File: src/rtl/hb2x_pkg.sv
package hb2x_pkg;
  localparam int HB_SIDE   = 11;   // folded coefficient pairs
  localparam int HB_COEF_W = 16;   // signed coefficient width
  localparam int HB_FRAC   = 15;   // coefficient scale 2^15

  typedef enum logic {PH_TAKE = 1'b0, PH_HOLD = 1'b1} hb_phase_e;

  // Folded half-band coefficients, k = 1 nearest the centre.
  function automatic logic signed [HB_COEF_W-1:0] hb_coef(input int k);
    case (k)
      1:  return 16'sd20766;
      2:  return -16'sd6762;
      3:  return 16'sd3858;
      4:  return -16'sd2490;
      5:  return 16'sd1686;
      6:  return -16'sd1150;
      7:  return 16'sd768;
      8:  return -16'sd486;
      9:  return 16'sd282;
      10: return -16'sd142;
      11: return 16'sd54;
      default: return '0;
    endcase
  endfunction
endpackage

File: src/rtl/hb2x_phase.sv
module hb2x_phase
  import hb2x_pkg::*;
(
  input  logic clk,
  input  logic rst,
  input  logic hp_mode,
  output logic take_in,
  output logic mode_lat
);
  hb_phase_e ph;

  always_ff @(posedge clk) begin
    if (rst) begin
      ph       <= PH_TAKE;
      mode_lat <= 1'b0;
    end else begin
      ph <= (ph == PH_TAKE) ? PH_HOLD : PH_TAKE;
      // mode is sampled only when a direct sample is registered
      if (ph == PH_HOLD) mode_lat <= hp_mode;
    end
  end

  assign take_in = (ph == PH_TAKE);
endmodule

File: src/rtl/hb2x_taps.sv
module hb2x_taps #(
  parameter int DW    = 14,
  parameter int DEPTH = 22
) (
  input  logic                      clk,
  input  logic                      rst,
  input  logic                      shift_en,
  input  logic [DW-1:0]             din_s,
  output logic [DEPTH-1:0][DW-1:0]  taps
);
  generate
    for (genvar i = 0; i < DEPTH; i++) begin : g_stage
      always_ff @(posedge clk) begin
        if (rst)           taps[i] <= '0;
        else if (shift_en) taps[i] <= (i == 0) ? din_s : taps[(i == 0) ? 0 : i-1];
      end
    end
  endgenerate
endmodule

File: src/rtl/hb2x_odd_mac.sv
module hb2x_odd_mac
  import hb2x_pkg::*;
#(
  parameter int DW     = 14,
  parameter int SIDE_N = HB_SIDE
) (
  input  logic [2*SIDE_N-1:0][DW-1:0] taps,
  output logic signed [DW-1:0]        y,
  output logic                        clip
);
  localparam int CW = HB_COEF_W;
  localparam int AW = DW + 1 + CW + $clog2(SIDE_N) + 1;
  localparam logic signed [AW-1:0] HALF_LSB = AW'(1) <<< (HB_FRAC - 1);
  localparam logic signed [AW-1:0] Y_MAX = AW'((1 << (DW-1)) - 1);
  localparam logic signed [AW-1:0] Y_MIN = -AW'(1 << (DW-1));

  logic signed [AW-1:0] prod [SIDE_N];
  logic signed [AW-1:0] acc;

  generate
    for (genvar k = 1; k <= SIDE_N; k++) begin : g_fold
      logic signed [DW:0] near_s, far_s, pair_sum;
      assign near_s   = {taps[SIDE_N-k][DW-1], taps[SIDE_N-k]};
      assign far_s    = {taps[SIDE_N-1+k][DW-1], taps[SIDE_N-1+k]};
      assign pair_sum = near_s + far_s;
      assign prod[k-1] = AW'(pair_sum) * AW'(hb_coef(k));
    end
  endgenerate

  always_comb begin
    acc = '0;
    for (int i = 0; i < SIDE_N; i++) acc = acc + prod[i];
  end

  // round half up, then clamp to the signed data range
  function automatic logic signed [DW:0] round_sat(input logic signed [AW-1:0] a);
    logic signed [AW-1:0] r;
    r = (a + HALF_LSB) >>> HB_FRAC;
    if (r > Y_MAX)      return {1'b1, Y_MAX[DW-1:0]};
    else if (r < Y_MIN) return {1'b1, Y_MIN[DW-1:0]};
    else                return {1'b0, r[DW-1:0]};
  endfunction

  logic [DW:0] rs;
  assign rs   = round_sat(acc);
  assign y    = rs[DW-1:0];
  assign clip = rs[DW];
endmodule

File: src/rtl/hb2x_interp.sv
module hb2x_interp
  import hb2x_pkg::*;
#(
  parameter int DW = 14
) (
  input  logic          clk,
  input  logic          rst,
  input  logic [DW-1:0] din,
  input  logic          hp_mode,
  output logic          take_in,
  output logic [DW-1:0] dout,
  output logic          dout_odd
);
  localparam int DEPTH = 2 * HB_SIDE;
  localparam logic [DW-1:0] MID = DW'(1) << (DW-1);
  localparam logic signed [DW-1:0] S_MAX = {1'b0, {(DW-1){1'b1}}};
  localparam logic signed [DW-1:0] S_MIN = {1'b1, {(DW-1){1'b0}}};

  logic                      mode_lat;
  logic [DEPTH-1:0][DW-1:0]  taps;
  logic signed [DW-1:0]      odd_y;
  logic                      odd_clip;
  logic [DW-1:0]             even_out, odd_out;

  // negate about zero, the one unrepresentable result clamps
  function automatic logic signed [DW-1:0] mirror(input logic signed [DW-1:0] v);
    return (v == S_MIN) ? S_MAX : -v;
  endfunction

  hb2x_phase u_phase (
    .clk      (clk),
    .rst      (rst),
    .hp_mode  (hp_mode),
    .take_in  (take_in),
    .mode_lat (mode_lat)
  );

  // straight binary to two's complement: invert the top bit
  hb2x_taps #(.DW(DW), .DEPTH(DEPTH)) u_taps (
    .clk      (clk),
    .rst      (rst),
    .shift_en (take_in),
    .din_s    (din ^ MID),
    .taps     (taps)
  );

  hb2x_odd_mac #(.DW(DW), .SIDE_N(HB_SIDE)) u_mac (
    .taps (taps),
    .y    (odd_y),
    .clip (odd_clip)
  );

  assign even_out = taps[HB_SIDE] ^ MID;
  assign odd_out  = (mode_lat ? mirror(odd_y) : odd_y) ^ MID;

  always_ff @(posedge clk) begin
    if (rst) begin
      dout     <= MID;
      dout_odd <= 1'b0;
    end else if (take_in) begin
      dout     <= odd_out;
      dout_odd <= 1'b1;
    end else begin
      dout     <= even_out;
      dout_odd <= 1'b0;
    end
  end
endmodule

File: config.mk
export PLATFORM = sky130hd
export DESIGN_NAME = hb2x_interp
export DESIGN_NICKNAME = d
export VERILOG_FILES = /design/src/rtl/hb2x_pkg.sv /design/src/rtl/hb2x_phase.sv /design/src/rtl/hb2x_taps.sv /design/src/rtl/hb2x_odd_mac.sv /design/src/rtl/hb2x_interp.sv
export SDC_FILE = /design/constraint.sdc
export NUM_CORES = 2
export LEC_CHECK = 0
export BUFFER_PORTS_ARGS = -buffer_cell sky130_fd_sc_hd__buf_2
export CAP_MARGIN = 25
export CORE_UTILIZATION = 48
export DETAILED_ROUTE_END_ITERATION = 8
export GPL_ROUTABILITY_DRIVEN = 0
export MAX_ROUTING_LAYER = met4
export PLACE_DENSITY = 0.65
export SYNTH_ARGS = -nofsm -noshare
export SYNTH_HDL_FRONTEND = slang
export SYNTH_HIERARCHICAL = 1
export SYNTH_SLANG_ARGS = --single-unit
File: constraint.sdc
create_clock -name clk -period 21.4 [get_ports clk]
set_clock_uncertainty 0.1 [all_clocks]
set_input_delay 1.07 -clock clk [delete_from_list [all_inputs] [get_ports clk]]
set_output_delay 1.07 -clock clk [all_outputs]
set_load 0.03 [all_outputs]
==> Implementation_results.wiki <==
{| class="wikitable"
! Metric !! Value
|-
| Maximum vdd drop || 0.000662 V
|-
| Row cnt || approximately 120
|-
| Hold Path Class || reg2reg
|-
| Number of warnings reported in the yosys synthesis log || 6
|-
| First-pass iteration count of the detailed router || 5
|-
| Total leakage power || 0.0313 uW
|-
| Post-CTS setup buffer count || 0
|-
| CTS sink count || 325
|-
| Remaining design rule violation count || 0
|-
| Pin count of the biggest net entering global routing || 137
|-
| TritonCTS clock tree || yes
|-
| TritonCTS Buffers || 40
|-
| Power density normalized to cell area || 141 mW/mm^2
|-
| Buffering stage count on the worst path with inverters included || 7
|-
| Syn_area_per_cell || 9.35 um^2
|-
| Layout fillers || 10300
|-
| Crit Path Max Fanout || 13
|-
| Layout cell share with drive strength beyond 1 || 3.60%
|-
| Antenna violations before repair || 1
|-
| Hold_buf cts || 0
|-
| Slew Limit Fails || 0
|-
| Final routed wirelength across all metal layers || 136000 um
|-
| Layout Utilization || between 50% and 60%
|-
| Most prevalent standard cell on the critical path || sky130_fd_sc_hd__fa_1
|-
| Critical Path Max Stage Delay || 0.63 ns
|-
| Synthesized netlist cell count || 5790
|-
| Die Area || 0.114 mm^2
|-
| Minimum setup slack among reg-to-reg paths || 6.37 ns
|-
| Setup Viol. Count Final || 0
|-
| Total routing usage reported by global routing || 25.5%
|-
| Post-synth net total || 7498
|-
| Number of primary I/O pins || 33
|-
| Max-slew headroom at the worst pin || 29.0%
|-
| Effective utilization at floorplan || between 40% and 50%
|-
| Status || finished, final reports clean
|-
| Worst Path Arrival || 15.41 ns
|-
| Termination of the worst setup path || dout[8]$_SDFF_PP0_
|-
| Netlist area before placement || 0.0542 mm^2
|-
| Launching element type of the critical path || flop
|-
| X dimension of the die || 338 um
|-
| Worst Max-Slew Pin Slew || 1.07 ns
|-
| Shortest period the worst path allows || 15.03 ns
|-
| Net total in the final layout || approximately 7500
|-
| Maximum clock insertion buffer count || 3
|-
| Number of levels the H-tree was split into || 2
|-
| Detail-routed via count per cell || 5.26
|-
| Final HPWL DP || 118000 um
|-
| CTS clock-pin slew for the worst setup and hold paths || 0.06 ns
|-
| Summed negative setup slack over all endpoints || 0 ns
|-
| Worst path required time || ~22 ns
|-
| Final Total Pwr || 8070 uW
|-
| Reg-to-Reg End || dout[8]$_SDFF_PP0_
|-
| Root buffer cell || sky130_fd_sc_hd__clkbuf_16
|-
| Count of routing violations after the opening detailed-route iteration || 1908
|-
| Type of element capturing the critical path || flop
|-
| Number of cells traversed by the worst hold path || 2
|-
| Max Clock Freq || roughly 67 MHz
|-
| Crit. path cell count || 55
|-
| Max_cap viols || 0
|-
| Number of cells upsized or downsized after cts || 0
|-
| Die extent in y || roughly 340 um
|-
| Worst r2r path cells || 55
|-
| Post-detailed-route count of antenna-violating nets || 0
|-
| First-pass GRT wire length || around 220000 um
|-
| Placeable core region || 0.111 mm^2
|-
| Via count || 38500
|-
| Source of the critical timing path || u_taps/taps[42]$_SDFFE_PP0P_
|-
| Reg-to-reg critical path startpoint || u_taps/taps[42]$_SDFFE_PP0P_
|-
| Remaining Overflow, GRT || 0
|-
| Number of global-route vias before repair || roughly 40000
|-
| DR WL/cell || approximately 19 um
|-
| Buffers on Ports || 32
|-
| Final Cycle Share || approximately 70%
|-
| Top delay family on crit path || compound AO/OA/AOI/OAI gates
|-
| Relative area change from synthesis to final layout || 5.89%
|-
| Category of the critical setup timing path || reg2reg
|-
| Critical Path Slowest Stage Cell || sky130_fd_sc_hd__o41a_1
|-
| Fin. Hold Viols || 0
|-
| RSZ-0062 raised after global routing || false
|-
| Clock network latency to the later pin of the worst-skew pair || 0.60 ns
|}
## worst min path at each step
stage,to,startpoint,slack [ns]
after global placement,u_taps/taps[297]$_SDFFE_PP0P_,u_taps/taps[297]$_SDFFE_PP0P_,0.38
final,u_taps/taps[298]$_SDFFE_PP0P_,u_taps/taps[298]$_SDFFE_PP0P_,0.40
after global routing,u_taps/taps[305]$_SDFFE_PP0P_,u_taps/taps[305]$_SDFFE_PP0P_,0.43
after floorplan,u_phase/ph$_SDFF_PP0_,u_phase/ph$_SDFF_PP0_,0.33
after detailed placement,u_taps/taps[298]$_SDFFE_PP0P_,u_taps/taps[298]$_SDFFE_PP0P_,0.39
after CTS,u_taps/taps[298]$_SDFFE_PP0P_,u_taps/taps[298]$_SDFFE_PP0P_,0.40
## routing by layer
metal	share of wire (%)	global-route usage [%]	vias to the layer above
met2	48	42.7	691
met5	0	-	-
met4	4.2	8.94	0
li1	-	-	18600
met1	44	32.3	19000
met3	3.6	2.07	211
## flip-flops by register name, summed over array words and instances (netlist names)
register / flops
dout: 14
dout_odd: 1
u_phase/mode_lat: 1
u_phase/ph: 1
u_taps/taps: 308
## placed cells by master, fill, tap and decap left out, types with 8 or more instances in the layout
master / n
sky130_fd_sc_hd__o41ai_1: 8
sky130_fd_sc_hd__inv_1: 1296
sky130_fd_sc_hd__o21ai_0: 127
sky130_fd_sc_hd__mux2_2: 12
sky130_fd_sc_hd__a21boi_1: 8
sky130_fd_sc_hd__clkbuf_16: 40
sky130_fd_sc_hd__a21o_1: 92
sky130_fd_sc_hd__nor3_1: 68
sky130_fd_sc_hd__o21bai_1: 66
sky130_fd_sc_hd__nor2b_1: 52
sky130_fd_sc_hd__buf_2: 31
sky130_fd_sc_hd__buf_4: 25
sky130_fd_sc_hd__a31oi_1: 19
sky130_fd_sc_hd__o21ai_1: 21
sky130_fd_sc_hd__nor2_1: 486
sky130_fd_sc_hd__nand3_1: 41
sky130_fd_sc_hd__dfxtp_1: 325
sky130_fd_sc_hd__mux2i_1: 321
sky130_fd_sc_hd__or3_1: 17
sky130_fd_sc_hd__o21a_1: 25
sky130_fd_sc_hd__nand2b_1: 33
sky130_fd_sc_hd__a211oi_1: 17
sky130_fd_sc_hd__a211oi_2: 10
sky130_fd_sc_hd__and3_1: 23
sky130_fd_sc_hd__a21boi_0: 20
sky130_fd_sc_hd__ha_1: 998
sky130_fd_sc_hd__or2_2: 11
sky130_fd_sc_hd__a21oi_2: 12
sky130_fd_sc_hd__a21oi_1: 219
sky130_fd_sc_hd__and2_1: 11
sky130_fd_sc_hd__nand2_1: 131
sky130_fd_sc_hd__fa_1: 693
sky130_fd_sc_hd__xor2_1: 115
sky130_fd_sc_hd__xnor2_1: 296
## stage by stage
stage          area, um^2  worst slack [ns]  instances  hold WS (ns)
2_1_floorplan       54200              8.52       5790         0.326
4_1_cts             57300              6.51       7323         0.401
6_report            57300              6.37       7325         0.400
3_5_place_dp        56000              6.61       7251         0.389
3_3_place_gp        56000              6.81       7251         0.376
5_1_grt             57300              5.66       7325         0.429
## power breakdown
part	total [uW]	internal [uW]	switching [uW]
sequential	644	633	11.2
combinational	6720	2600	4120
clock	706	401	305
total	8070	3630	4440
## worst min-delay path: stages (launching register included)
cell and delay [ns]:
sky130_fd_sc_hd__dfxtp_1 0.32, sky130_fd_sc_hd__mux2i_1 0.07, sky130_fd_sc_hd__nor2_1 0.07
## cell type report
type | instances | area, um^2 | area share [%]
tap | 1488 | 1860 | 3.25
multi-input combinational | 4081 | 42400 | 73.9
timing repair buffer | 59 | 405 | 0.707
clock buffer | 51 | 1090 | 1.90
sequential | 325 | 6510 | 11.3
clock inverter | 21 | 233 | 0.406
inverter | 1299 | 4880 | 8.52
antenna | 1 | 2.50 | 0.00436
(Power assumes the default switching activity.)
